File: src/rtl/rs_pkg.sv
package rs_pkg;
    localparam int OP_W   = 6;
    localparam int DATA_W = 32;
    localparam int TAG_W  = 4;
    localparam int AGE_W  = 4;

    typedef struct packed {
        logic              busy;
        logic              done;
        logic              spec;
        logic [OP_W-1:0]   op;
        logic [DATA_W-1:0] vj;
        logic [DATA_W-1:0] vk;
        logic [TAG_W-1:0]  qj;
        logic [TAG_W-1:0]  qk;
        logic [DATA_W-1:0] imm;
    } rs_slot_t;

    function automatic logic tag_hit(input logic v, input logic [TAG_W-1:0] bus,
                                     input logic [TAG_W-1:0] q);
        return v && (q != '0) && (q == bus);
    endfunction
endpackage

File: src/rtl/rs_alloc.sv
module rs_alloc #(
    parameter int NUM_RS = 4,
    localparam int IDX_W = (NUM_RS > 1) ? $clog2(NUM_RS) : 1
) (
    input  logic [NUM_RS-1:0] busy,
    output logic              any_free,
    output logic [IDX_W-1:0]  free_idx
);
    always_comb begin
        any_free = 1'b0;
        free_idx = '0;
        for (int i = NUM_RS - 1; i >= 0; i--) begin
            if (!busy[i]) begin
                any_free = 1'b1;
                free_idx = IDX_W'(i);
            end
        end
    end
endmodule

File: src/rtl/rs_select.sv
module rs_select import rs_pkg::*; #(
    parameter int NUM_RS = 4
) (
    input  logic                         clk,
    input  logic                         rst,
    input  logic [NUM_RS-1:0]            ready,
    input  logic [NUM_RS-1:0][AGE_W-1:0] age,
    output logic [NUM_RS-1:0]            grant
);
    logic             found;
    logic [AGE_W-1:0] best_age;

    always_comb begin
        grant    = '0;
        found    = 1'b0;
        best_age = '0;
        for (int i = 0; i < NUM_RS; i++) begin
            if (ready[i] && (!found || age[i] > best_age)) begin
                grant    = '0;
                grant[i] = 1'b1;
                found    = 1'b1;
                best_age = age[i];
            end
        end
    end

    p_single_grant_r6: assert property (@(posedge clk) disable iff (rst)
        $onehot0(grant));
    p_work_conserving_r6: assert property (@(posedge clk) disable iff (rst)
        (|ready) |-> (|grant));
endmodule

File: src/rtl/rs_entry.sv
module rs_entry import rs_pkg::*; #(
    parameter logic [TAG_W-1:0] MY_TAG = 1
) (
    input  logic              clk,
    input  logic              rst,
    input  logic              wr_en,
    input  rs_slot_t          wr_data,
    input  logic              cdb_valid,
    input  logic [TAG_W-1:0]  cdb_tag,
    input  logic [DATA_W-1:0] cdb_value,
    input  logic              grant,
    input  logic              age_inc,
    input  logic              flush,
    input  logic              resolve,
    output logic              o_busy,
    output logic              o_ready,
    output logic [OP_W-1:0]   o_op,
    output logic [DATA_W-1:0] o_vj,
    output logic [DATA_W-1:0] o_vk,
    output logic [DATA_W-1:0] o_imm,
    output logic [AGE_W-1:0]  o_age
);
    rs_slot_t         st, nxt;
    logic [AGE_W-1:0] age, nage;
    logic             release_hit;

    assign release_hit = cdb_valid && (cdb_tag == MY_TAG);

    always_comb begin
        nxt  = st;
        nage = age;
        if (wr_en) begin
            nxt      = wr_data;
            nxt.busy = 1'b1;
            nxt.done = 1'b0;
            nage     = '0;
            if (tag_hit(cdb_valid, cdb_tag, wr_data.qj)) begin
                nxt.vj = cdb_value;
                nxt.qj = '0;
            end
            if (tag_hit(cdb_valid, cdb_tag, wr_data.qk)) begin
                nxt.vk = cdb_value;
                nxt.qk = '0;
            end
        end else if (st.busy) begin
            if (tag_hit(cdb_valid, cdb_tag, st.qj)) begin
                nxt.vj = cdb_value;
                nxt.qj = '0;
            end
            if (tag_hit(cdb_valid, cdb_tag, st.qk)) begin
                nxt.vk = cdb_value;
                nxt.qk = '0;
            end
            if (grant) nxt.done = 1'b1;
            if (age_inc && age != '1) nage = age + 1'b1;
            if (resolve) nxt.spec = 1'b0;
            if (release_hit || (flush && st.spec)) nxt.busy = 1'b0;
        end
    end

    always_ff @(posedge clk) begin
        if (rst) begin
            st  <= '0;
            age <= '0;
        end else begin
            st  <= nxt;
            age <= nage;
        end
    end

    assign o_busy  = st.busy;
    assign o_ready = st.busy && !st.done && (st.qj == '0) && (st.qk == '0);
    assign o_op    = st.op;
    assign o_vj    = st.vj;
    assign o_vk    = st.vk;
    assign o_imm   = st.imm;
    assign o_age   = age;

    p_grant_only_ready_r6: assert property (@(posedge clk) disable iff (rst)
        grant |-> o_ready);
    p_no_second_dispatch_r6: assert property (@(posedge clk) disable iff (rst)
        grant |=> !o_ready);
    p_capture_value_r3: assert property (@(posedge clk) disable iff (rst)
        (st.busy && tag_hit(cdb_valid, cdb_tag, st.qj) && !release_hit && !(flush && st.spec))
        |=> (st.qj == '0) && (st.vj == $past(cdb_value)));
    p_flush_spec_r9: assert property (@(posedge clk) disable iff (rst)
        (flush && st.busy && st.spec) |=> !st.busy);
    p_release_own_tag_r8: assert property (@(posedge clk) disable iff (rst)
        (st.busy && release_hit) |=> !st.busy);
endmodule

File: src/rtl/rs_pool.sv
module rs_pool import rs_pkg::*; #(
    parameter int NUM_RS   = 4,
    parameter int TAG_BASE = 1
) (
    input  logic              clk,
    input  logic              rst,
    input  logic              iss_valid,
    input  logic [OP_W-1:0]   iss_op,
    input  logic [DATA_W-1:0] iss_vj,
    input  logic [DATA_W-1:0] iss_vk,
    input  logic [TAG_W-1:0]  iss_qj,
    input  logic [TAG_W-1:0]  iss_qk,
    input  logic [DATA_W-1:0] iss_imm,
    input  logic              iss_spec,
    output logic              iss_ready,
    output logic [TAG_W-1:0]  iss_tag,
    input  logic              cdb_valid,
    input  logic [TAG_W-1:0]  cdb_tag,
    input  logic [DATA_W-1:0] cdb_value,
    input  logic              flush,
    input  logic              resolve,
    output logic              disp_valid,
    output logic [OP_W-1:0]   disp_op,
    output logic [DATA_W-1:0] disp_vj,
    output logic [DATA_W-1:0] disp_vk,
    output logic [DATA_W-1:0] disp_imm,
    output logic [DATA_W-1:0] disp_addr,
    output logic [TAG_W-1:0]  disp_tag
);
    localparam int IDX_W = (NUM_RS > 1) ? $clog2(NUM_RS) : 1;

    logic [NUM_RS-1:0]             busy, ready, grant, wr_sel;
    logic [NUM_RS-1:0][AGE_W-1:0]  age;
    logic [NUM_RS-1:0][OP_W-1:0]   e_op;
    logic [NUM_RS-1:0][DATA_W-1:0] e_vj, e_vk, e_imm;
    logic                          any_free, accept;
    logic [IDX_W-1:0]              free_idx;
    rs_slot_t                      wr_data;

    rs_alloc #(.NUM_RS(NUM_RS)) u_alloc (
        .busy(busy), .any_free(any_free), .free_idx(free_idx)
    );

    assign iss_ready = any_free && !flush;
    assign iss_tag   = TAG_W'(TAG_BASE) + TAG_W'(free_idx);
    assign accept    = iss_valid && iss_ready;

    always_comb begin
        wr_data      = '0;
        wr_data.spec = iss_spec;
        wr_data.op   = iss_op;
        wr_data.vj   = iss_vj;
        wr_data.vk   = iss_vk;
        wr_data.qj   = iss_qj;
        wr_data.qk   = iss_qk;
        wr_data.imm  = iss_imm;
    end

    for (genvar gi = 0; gi < NUM_RS; gi++) begin : g_rs
        assign wr_sel[gi] = accept && (free_idx == IDX_W'(gi));
        rs_entry #(.MY_TAG(TAG_W'(TAG_BASE + gi))) u_entry (
            .clk(clk), .rst(rst),
            .wr_en(wr_sel[gi]), .wr_data(wr_data),
            .cdb_valid(cdb_valid), .cdb_tag(cdb_tag), .cdb_value(cdb_value),
            .grant(grant[gi]), .age_inc(accept),
            .flush(flush), .resolve(resolve),
            .o_busy(busy[gi]), .o_ready(ready[gi]), .o_op(e_op[gi]),
            .o_vj(e_vj[gi]), .o_vk(e_vk[gi]), .o_imm(e_imm[gi]), .o_age(age[gi])
        );
    end

    rs_select #(.NUM_RS(NUM_RS)) u_select (
        .clk(clk), .rst(rst), .ready(ready), .age(age), .grant(grant)
    );

    always_comb begin
        disp_op  = '0;
        disp_vj  = '0;
        disp_vk  = '0;
        disp_imm = '0;
        disp_tag = '0;
        for (int i = 0; i < NUM_RS; i++) begin
            if (grant[i]) begin
                disp_op  = disp_op  | e_op[i];
                disp_vj  = disp_vj  | e_vj[i];
                disp_vk  = disp_vk  | e_vk[i];
                disp_imm = disp_imm | e_imm[i];
                disp_tag = disp_tag | TAG_W'(TAG_BASE + i);
            end
        end
    end

    assign disp_valid = |grant;
    assign disp_addr  = disp_vj + disp_imm;

    p_full_blocks_issue_r7: assert property (@(posedge clk) disable iff (rst)
        (iss_valid && !iss_ready) |=> ($countones(busy) <= $past($countones(busy))));
    p_flush_no_accept_r9: assert property (@(posedge clk) disable iff (rst)
        (flush && !(|(busy & ~ready))) |=> ($countones(busy) <= $past($countones(busy))));
endmodule

File: config.mk
export PLATFORM = sky130hd
export DESIGN_NAME = rs_pool
export DESIGN_NICKNAME = d
export VERILOG_FILES = /design/src/rtl/rs_pkg.sv /design/src/rtl/rs_alloc.sv /design/src/rtl/rs_select.sv /design/src/rtl/rs_entry.sv /design/src/rtl/rs_pool.sv
export SDC_FILE = /design/constraint.sdc
export NUM_CORES = 1
export LEC_CHECK = 0
export BUFFER_PORTS_ARGS = -buffer_cell sky130_fd_sc_hd__buf_2
export CAP_MARGIN = 20
export CORE_UTILIZATION = 45
export CTS_CLUSTER_SIZE = 10
export DETAILED_ROUTE_END_ITERATION = 16
export GPL_TIMING_DRIVEN = 1
export HOLD_SLACK_MARGIN = 0.1
export PLACE_DENSITY = 0.62
export SETUP_SLACK_MARGIN = 0.1
export SYNTH_ARGS = -nofsm -noshare
export SYNTH_HDL_FRONTEND = slang
export SYNTH_HIERARCHICAL = 1
export SYNTH_SLANG_ARGS = --single-unit
File: constraint.sdc
create_clock -name clk -period 8.45 [get_ports clk]
set_input_delay 0.4225 -clock clk [delete_from_list [all_inputs] [get_ports clk]]
set_output_delay 0.4225 -clock clk [all_outputs]
set_load 0.1 [all_outputs]
Word-level counts from Yosys, hierarchy flattened
Cells that the tools add are included.
{"block": "classes", "addsub": 6, "order_cmp": 3, "n_eq_ne": 21, "muxes": 83, "n_bitwise": 12, "reduce_logical": 128}
{"operator": "2-to-1 mux 32 bit", "count": 22}
{"operator": "2-to-1 mux 72 bit", "count": 8}
{"operator": "bitwise OR 32 bit", "count": 9}
{"operator": "2-to-1 mux 4 bit", "count": 16}
{"operator": "logical AND 1 bit", "count": 53}
{"operator": "== test 4 bit", "count": 10}
{"operator": "AND reduction 2 bit", "count": 20}
{"operator": "nonzero test 4 bit", "count": 10}
{"operator": "adder 32 bit", "count": 1}
{"operator": "zero test 4 bit", "count": 8}
{"operator": "nonzero test 2 bit", "count": 16}
{"operator": "2-to-1 mux 3 bit", "count": 9}
{"operator": "2-to-1 mux 6 bit", "count": 4}
{"operator": "2-to-1 mux 1 bit", "count": 18}
{"operator": "bitwise OR 6 bit", "count": 3}
{"operator": "adder 4 x 1 -> 4 bit, second input constant", "count": 4}
{"operator": "inequality test 4 bit, second input constant", "count": 4}
{"operator": "> comparator 4 bit", "count": 3}
{"operator": "2-to-1 mux 2 bit", "count": 6}
{"operator": "== test 4 x 2 -> 1 bit, second input constant", "count": 2}
{"operator": "zero test 1 bit", "count": 8}
{"operator": "OR reduction 2 bit", "count": 4}
{"operator": "logical OR 1 bit", "count": 7}
{"operator": "== test 2 bit, second input constant", "count": 2}
{"operator": "6 further kinds", "count": 6}
{"block": "totals", "reg_bits": 468, "out_inout_bits": 144}

Depth between registers and ports, before layout
Gate-level depths: netlist of run 1.
{"block": "depth", "word_depth": 25, "mapped_depth": 34}

Cells and area by module
The synthesis of run 1 kept the hierarchy.
{"mod": "rs_entry at g_rs[1].u_entry", "n_inst": 1, "cells_each": 679, "area_each_um2": 6182.2}
{"mod": "rs_entry at g_rs[0].u_entry", "n_inst": 1, "cells_each": 712, "area_each_um2": 6179.7}
{"mod": "rs_entry at g_rs[3].u_entry", "n_inst": 1, "cells_each": 653, "area_each_um2": 6058.3}
{"mod": "rs_entry at g_rs[2].u_entry", "n_inst": 1, "cells_each": 675, "area_each_um2": 6003.3}
{"mod": "rs_pool", "n_inst": 1, "cells_each": 602, "area_each_um2": 3883.7}
{"mod": "rs_select", "n_inst": 1, "cells_each": 60, "area_each_um2": 530.5}
{"mod": "rs_alloc", "n_inst": 1, "cells_each": 5, "area_each_um2": 28.8}

Worst setup path before layout of run 1
Ideal clock, no wire load.
{"block": "synth_timing", "kind": "reg2out", "from": "reg g_rs[0].u_entry.st (netlist bit g_rs[0].u_entry/o_busy)", "to": "out disp_addr[28]", "arrival_time_ns": 9.747, "required_ns": 8.028, "path_slack_ns": -1.720, "path_stages_with_launch": 34, "path_buffers": 4, "path_cell_list": "dfxtp_1 -> nor4b_1 -> and3_1 -> buf_6 -> nand2_1 -> ha_1 -> nor2b_1 -> o21bai_4 -> a31oi_4 -> mux2i_1 -> inv_1 -> ha_1 -> nor2b_1 -> o211ai_1 -> a21oi_2 -> mux2_2 -> ha_1 -> and4_1 -> a21oi_1 -> o21ai_1 -> inv_1 -> clkbuf_1 -> clkbuf_1 -> a22oi_1 -> nand2_1 -> ha_1 -> buf_2 -> a211o_1 -> a31oi_1 -> nor3_1 -> a31oi_2 -> o21ai_2 -> nor3b_1 -> nor3_1"}
{"block": "synth_via", "elab_chain_cells": 24}
{"item": "start, declared", "line": "rs_entry.sv:23", "rtl": "rs_slot_t st, nxt;"}
{"item": "start signal, assigned", "line": "rs_entry.sv:66", "rtl": "st <= nxt;"}
{"item": "logical AND 1 bit * (3 in series)", "line": "rs_entry.sv:72", "rtl": "assign o_ready = st.busy && !st.done && (st.qj == '0) && (st.qk == '0);"}
{"item": "named net ready[0]", "line": "rs_pool.sv:32", "rtl": "logic [NUM_RS-1:0] busy, ready, grant, wr_sel;"}
{"item": "2-to-1 mux 4 bit / 2-to-1 mux 1 bit (equally long branches)", "line": "rs_select.sv:18", "rtl": "if (ready[i] && (!found || age[i] > best_age)) begin"}
{"item": "> comparator 4 bit / zero test 1 bit (equally long branches)", "line": "rs_select.sv:18"}
{"item": "logical OR 1 bit", "line": "rs_select.sv:18"}
{"item": "logical AND 1 bit", "line": "rs_select.sv:18"}
{"item": "2-to-1 mux 4 bit / 2-to-1 mux 1 bit (equally long branches)", "line": "rs_select.sv:18"}
{"item": "> comparator 4 bit / zero test 1 bit (equally long branches)", "line": "rs_select.sv:18"}
{"item": "[... 8 more ...]"}
{"item": "bitwise OR 32 bit", "line": "rs_pool.sv:87", "rtl": "disp_imm = disp_imm | e_imm[i];"}
{"item": "2-to-1 mux 32 bit", "line": "rs_pool.sv:83", "rtl": "if (grant[i]) begin"}
{"item": "bitwise OR 32 bit", "line": "rs_pool.sv:87"}
{"item": "2-to-1 mux 32 bit", "line": "rs_pool.sv:83"}
{"item": "bitwise OR 32 bit", "line": "rs_pool.sv:87"}
{"item": "2-to-1 mux 32 bit *", "line": "rs_pool.sv:83"}
{"item": "named net disp_imm[4]", "line": "rs_pool.sv:26", "rtl": "output logic [DATA_W-1:0] disp_imm,"}
{"item": "adder 32 bit *", "line": "rs_pool.sv:94", "rtl": "assign disp_addr = disp_vj + disp_imm;"}
{"item": "end, declared", "line": "rs_pool.sv:27", "rtl": "output logic [DATA_W-1:0] disp_addr,"}
Mark *: on every way through the listed nets, which the timed path passes. The rest lies on a longest branch.

Final worst setup path of run 1
{"block": "layout_timing", "from": "reg g_rs[0].u_entry/st[111] (netlist bit)", "to": "out disp_addr[29]"}
{"block": "layout_via", "elab_chain_cells": 25}
{"item": "zero test 1 bit *", "line": "rs_entry.sv:72"}
{"item": "logical AND 1 bit * (3 in series)", "line": "rs_entry.sv:72"}
{"item": "named net ready[0]", "line": "rs_pool.sv:32"}
{"item": "2-to-1 mux 4 bit / 2-to-1 mux 1 bit (equally long branches)", "line": "rs_select.sv:18"}
{"item": "> comparator 4 bit / zero test 1 bit (equally long branches)", "line": "rs_select.sv:18"}
{"item": "logical OR 1 bit", "line": "rs_select.sv:18"}
{"item": "logical AND 1 bit", "line": "rs_select.sv:18"}
{"item": "2-to-1 mux 4 bit / 2-to-1 mux 1 bit (equally long branches)", "line": "rs_select.sv:18"}
{"item": "[... 8 more ...]"}
{"item": "named net grant[0]", "line": "rs_pool.sv:32"}
{"item": "2-to-1 mux 32 bit", "line": "rs_pool.sv:83"}
{"item": "bitwise OR 32 bit (on tied branches)", "line": "rs_pool.sv:85, rs_pool.sv:87"}
{"item": "2-to-1 mux 32 bit", "line": "rs_pool.sv:83"}
{"item": "bitwise OR 32 bit (on tied branches)", "line": "rs_pool.sv:85, rs_pool.sv:87"}
{"item": "2-to-1 mux 32 bit", "line": "rs_pool.sv:83"}
{"item": "bitwise OR 32 bit (on tied branches)", "line": "rs_pool.sv:85, rs_pool.sv:87"}
{"item": "2-to-1 mux 32 bit", "line": "rs_pool.sv:83"}
{"item": "adder 32 bit *", "line": "rs_pool.sv:94"}
Marked as above.

==> results.md, run 1 <==
- Rel. slew slack: 19.79%
- Yosys top cell by area: dfxtp_1
- Die height: 255.3 um
- Internal power: 3.628 mW
- CP peak stage delay: 0.37 ns
- Slowest CP cell: mux2_2
- Crit path max fanout: 14
- Area delta synth->final: 8.231%
- Vias in the first global route: 24,530
- I/O pin cnt: 297
- Vias/cell: 6.153
- Worst Skew: 0.03050 ns
- Clock root buffer: clkbuf_16
- Seq pwr share: 45.2%
- Tcrit/Tclk final: 97.04%
- Ys Warns: 6
- Post-synth top area share: 32.46%
- Nets@finish: 3,398
- Slew Viols, Final: 0
- Final-report setup violation count: 0
- CTS buffer count: 54
- Drt drc: 0
- CTS tree: built
- Yosys cell types: 87
- Worst vdd ir: 0.1245 mV
- CP required: 8.03 ns
- Most common flop cell mapped by yosys: dfxtp_1
- Post-synth EDFFs: 0
- Power density over cell area: 161.8 nW/um2
- Tightest Hold Check Type: input pin to register
- Pre-CTS setup slack: -0.003958 ns
- Comb pwr share: 13.3%
- Pleak: 11.98 nW
- Routability cong.: 0.8888
- Largest net degree at the start of global routing: 168
- Status: completed
- R2R setup slack: 2.94 ns
- Row count: 92
- CTS clk-pin slew, worst paths: 0.06 ns
- Mapped cell area: 28,870 um2
- Sequential-to-total area share from yosys stat: 32.46%
- Avg Inst Size Synth: 8.525 um2
- Synth area leaders: dfxtp_1 32%, buf_4 11%, mux2i_1 8.3%
- GRT Total Usage: 28.96%
- Core area: 63,200 um2
- Top post-synthesis cells by count: 477 x nor2_1, 468 x dfxtp_1, 433 x buf_4
- Initial Util: 45.68%
- Setup ws final: 0.2505 ns
- Setup TNS: 0 ns
- Port Buffer Count: 294
- Psw: 1.428 mW
- H-Tree Depth: 2
- FFs w/ async S/R, synth: 0%
- Clock Tree Buf Depth: 3
- Fin. Hold Viols: 0
- Max Cap Viol: 0
- Worst-margin pin slew: 1.203 ns
- Critical path capture point type: primary output
- CP arrival: 7.78 ns
- Post-detail-place hpwl: 62,170 um
- Global-route wire length before repair: 146,100 um
- Critical Path Start Type: register
- Placed cells: 3,913
- F_max: 122.0 MHz
- Initial antenna violation count: 18
- Critical path class: register to primary output
- Worst hold margin: 0.1295 ns
- Clock Sinks: 468
- Post-layout util: 49.44%
- Vias: 25,010
- DRT Wirelength: 98,430 um
- #FFs+latches synth: 468
- Detailed Routing Iterations Pass 1: 5
- ANT nets after route: 0
- Skew-Pair Late Insertion Delay: 0.63 ns
- Most frequent cell after synthesis: nor2_1
- Switching share of power: 28.25%
- RSZ-0062 raised after global routing: true
- Clock Power Share: 41.5%
- Share of cells above drive strength 1: 24.84%
- Die Wd: 255.3 um
- Non-filler cells, final: 4,064
- Post-route minimum period: 8.199 ns
- Synth Instances: 3,386
- Total gr overflow: 0
- WL/cell: 24.22 um
- First DRT Iteration DRCs: 2,473
- Die area: 65,170 um2
==> logic make-up after synthesis <==
| logic type | share of synthesized area, % |
|---|---|
| other cells | 0.01299 |
| fa+ha+maj | 2.280 |
| compound gates | 23.82 |
| xor+xnor | 2.666 |
| buf+inv | 15.73 |
| flops | 32.46 |
| mux | 8.413 |
| simple gates | 14.62 |
==> path summary, 6_finish.rpt <==
path                                                  end                       from  cells past startpoint
worst min register to register  g_rs[1].u_entry/o_imm[30]  g_rs[1].u_entry/o_imm[30]                      2
worst max register to register    g_rs[1].u_entry/st[111]    g_rs[0].u_entry/st[111]                     24
worst max-delay path                        disp_addr[29]    g_rs[0].u_entry/st[111]                     34
worst min-delay path            g_rs[1].u_entry/o_imm[28]                iss_imm[28]                      3
==> flip-flops by register name (all words and copies together) (netlist names) <==
| name | cells |
|---|---|
| g_rs.u_entry/o_vk | 128 |
| g_rs.u_entry/o_age | 16 |
| g_rs.u_entry/o_op | 24 |
| g_rs.u_entry/o_vj | 128 |
| g_rs.u_entry/o_imm | 128 |
| g_rs.u_entry/st | 40 |
| g_rs.u_entry/o_busy | 4 |
==> cell type report <==
class | instances | area [um2]
well taps | 846 | 1059
inverters | 23 | 90.09
flip-flops and latches | 468 | 9373
diodes | 10 | 25.02
fillers | 5942 | 31950
repair buffers | 407 | 2922
multi-input cells | 2239 | 16300
clock inverters | 3 | 43.79
clock buffers | 68 | 1434
==> metal layers <==
layer  vias up  GRT usage, %  wire (um)
met5         -             0         85
met4        14         13.53       4367
met3       238         5.105       8071
met2      1185         46.78      45950
met1     12290         37.43      39960
li1      11280             -          -
==> stage by stage <==
stage                     area, um2  total power [mW]
after floorplan               29480             2.805
after global placement        28350             2.946
after detailed placement      28350             2.964
after CTS                     30460             5.064
after global routing          31240             5.208
final                         31240             5.056
==> power by group through the flow <==
stage               logic, mW  registers (mW)  clock network, mW
global placement        0.617            2.33                  0
CTS                     0.650            2.28               2.13
finish                  0.672            2.29               2.10
detailed placement      0.632            2.33                  0
global route            0.708            2.29               2.21
floorplan               0.480            2.32                  0
==> worst max-delay path, delay by kind of cell, from the launching register on <==
family                     cells  cell delay (ns)
and+or+nand+nor               10             1.70
DFF                            1             0.32
xor gates and xnor gates       1             0.16
adders and majority gates      4             1.18
buffers and inverters          6             0.94
AOI/OAI and AO/OA             11             2.17
muxes                          2             0.66
==> repair_timing <==
action | 4_1_cts | 5_1_grt
buffers inserted | 8 | 18
pin swaps | 9 | 29
hold buffers | 36 | 0
endpoints found under the hold margin | 111 | 0
gates resized for setup | 38 | 87
setup endpoints to repair | 21 | 20
gates cloned | 1 | 3
==> cell usage in the layout (no fill, tap or decap), types with 11 or more instances in the layout <==
| cell type | n |
|---|---|
| buf_12 | 29 |
| nand3_1 | 60 |
| a2111oi_1 | 24 |
| a211oi_2 | 46 |
| nand4_1 | 18 |
| a211oi_1 | 80 |
| xor2_1 | 20 |
| ha_4 | 12 |
| nand2_2 | 21 |
| nor3_1 | 22 |
| ha_1 | 29 |
| o21a_1 | 16 |
| and3_1 | 39 |
| a22oi_2 | 44 |
| a311oi_1 | 29 |
| dfxtp_1 | 465 |
| buf_4 | 57 |
| clkbuf_1 | 11 |
| a32oi_1 | 14 |
| nor2_1 | 477 |
| a21oi_2 | 47 |
| dlygate4sd3_1 | 36 |
| clkbuf_16 | 57 |
| inv_1 | 20 |
| mux2i_1 | 238 |
| a2111oi_2 | 27 |
| a21oi_1 | 183 |
| nand2_4 | 34 |
| o21ai_4 | 12 |
| buf_2 | 274 |
| o21ai_0 | 69 |
| a22oi_1 | 229 |
| xnor2_1 | 42 |
| nand2_1 | 195 |
(Power assumes the default switching activity.)
==> run 2: changes to the inputs <==
CORE_UTILIZATION = 50   (was 45)
PLACE_DENSITY = 0.67   (was 0.62)
==> run 2 against run 1 <==
Largest cell class unchanged. Sequential share of layout area rose by 0.098 points. Final cell count decreased by 1.8%. Via count is essentially flat. Critical path depth decreased by 2. Routed wire length down 3.9%. Power up 2.0%. Largest power group unchanged. First-iteration DRC count increased by 1.4%.
==> results.md, run 2 (synthesized netlist as in run 1, its figures left out) <==
- Post-route minimum period: 8.209 ns
- Initial antenna violation count: 16
- Comb pwr share: 12.9%
- F_max: 121.8 MHz
- Port Buffer Count: 294
- Status: completed
- Core area: 56,710 um2
- Max Cap Viol: 0
- H-Tree Depth: 2
- Vias in the first global route: 24,210
- Critical path capture point type: primary output
- Skew-Pair Late Insertion Delay: 0.63 ns
- Row count: 87
- Largest net degree at the start of global routing: 189
- Die height: 242.3 um
- Setup TNS: 0 ns
- GRT Total Usage: 30.54%
- Commonest non-fill, non-tap cell in the layout: nor2_1
- Power density over cell area: 165.6 nW/um2
- Switching share of power: 27.74%
- Vias/cell: 6.272
- Drt drc: 0
- Clock Sinks: 468
- Clock root buffer: clkbuf_16
- Non-filler cells, final: 3,990
- CP required: 8.03 ns
- Most frequent cells in the layout: 477 x nor2_1, 466 x dfxtp_1, 273 x buf_2
- Detailed Routing Iterations Pass 1: 6
- Placed cells: 3,826
- Post-detail-place hpwl: 60,740 um
- CTS clk-pin slew, worst paths: 0.05 ns
- I/O pin cnt: 297
- Slew Viols, Final: 0
- CTS tree: built
- Initial Util: 50.90%
- Slowest CP cell: ha_1
- Worst vdd ir: 0.1420 mV
- Global-route wire length before repair: 142,300 um
- CP arrival: 7.79 ns
- DRT Wirelength: 94,620 um
- Critical path class: register to primary output
- Worst-margin pin slew: 1.209 ns
- Pleak: 12.00 nW
- Vias: 25,020
- Area delta synth->final: 7.893%
- Die area: 58,700 um2
- CTS buffer count: 55
- Tcrit/Tclk final: 97.14%
- ANT nets after route: 0
- Share of cells above drive strength 1: 25.43%
- Routability cong.: 0.9306
- First DRT Iteration DRCs: 2,507
- Seq pwr share: 44.3%
- Tightest Hold Check Type: input pin to register
- Total gr overflow: 0
- Die Wd: 242.3 um
- WL/cell: 23.72 um
- Internal power: 3.727 mW
- CP peak stage delay: 0.41 ns
- Final Power: 5.158 mW
- Rel. slew slack: 19.41%
- Worst Skew: 0.03072 ns
- RSZ-0062 raised after global routing: true
- Crit path max fanout: 18
- Clock Tree Buf Depth: 3
- Psw: 1.431 mW
- Clock Power Share: 42.8%
- Final-report setup violation count: 0
- Fin. Hold Viols: 0
- Nets@finish: 3,404
- Critical Path Start Type: register
## run 2: metrics by stage
step / setup WS [ns] / hold slack, ns / area, um2 / util (%)
after floorplan: 0.02869 / 0.4377 / 29480 / -
after global placement: 0.1953 / 0.4535 / 28260 / 49.83
after detailed placement: 0.06776 / 0.4575 / 28260 / 49.83
after CTS: 0.08292 / 0.1004 / 30460 / 53.71
after global routing: 0.01272 / 0.1264 / 31130 / 54.89
final: 0.2413 / 0.1248 / 31140 / 54.92
## run 2: power by group through the flow
stage / Sequential (mW) / Combinational [mW] / Clock (mW)
final: 2.29 / 0.664 / 2.21
after global routing: 2.29 / 0.699 / 2.32
after CTS: 2.29 / 0.642 / 2.23
after detailed placement: 2.33 / 0.626 / 0
after global placement: 2.33 / 0.609 / 0
after floorplan: 2.32 / 0.480 / 0
## run 2: area by class of cell
type	instances	area [um2]
repair buffers	412	2905
well taps	756	945.9
multi-input cells	2239	16190
flip-flops and latches	468	9374
clock buffers	75	1573
inverters	23	90.09
fillers	5015	25570
clock inverters	3	30.03
diodes	14	35.03
## run 2: final timing paths
kind / endpoint / startpoint / slack, ns / cells after the start
max: disp_addr[31] / g_rs[0].u_entry/st[111] / 0.24 / 32
min: g_rs[1].u_entry/o_op[4] / iss_op[4] / 0.12 / 3
max reg2reg: g_rs[1].u_entry/st[111] / g_rs[0].u_entry/st[111] / 3.07 / 23
min reg2reg: g_rs[3].u_entry/st[111] / g_rs[3].u_entry/st[111] / 0.48 / 2
## run 2: timing repair
| action | CTS | global route |
|---|---|---|
| setup buffers | 21 | 20 |
| setup endpoints to repair | 23 | 24 |
| pin swaps | 12 | 16 |
| resized for setup | 29 | 88 |
| hold endpoints to repair | 88 | 0 |
| hold buffers | 27 | 0 |
| cloned | 1 | 2 |
## run 2: layer usage
metal | global-route usage (%) | vias up | share of wire (%)
met5 | 0 | - | 0.078
met4 | 13.03 | 12 | 4.2
met3 | 4.885 | 248 | 7.9
met2 | 49.78 | 1212 | 47
met1 | 39.86 | 12230 | 41
li1 | - | 11320 | -
## run 2: critical path, delay by kind of cell (launching register included)
| kind | cells | cell delay, ns |
|---|---|---|
| buffers and inverters | 5 | 0.81 |
| AO/OA/AOI/OAI | 12 | 2.44 |
| AND/OR/NAND/NOR | 8 | 1.55 |
| XOR/XNOR | 1 | 0.15 |
| flip-flops | 1 | 0.33 |
| adder cells (fa/ha/maj) | 4 | 1.32 |
| multiplexers | 2 | 0.58 |
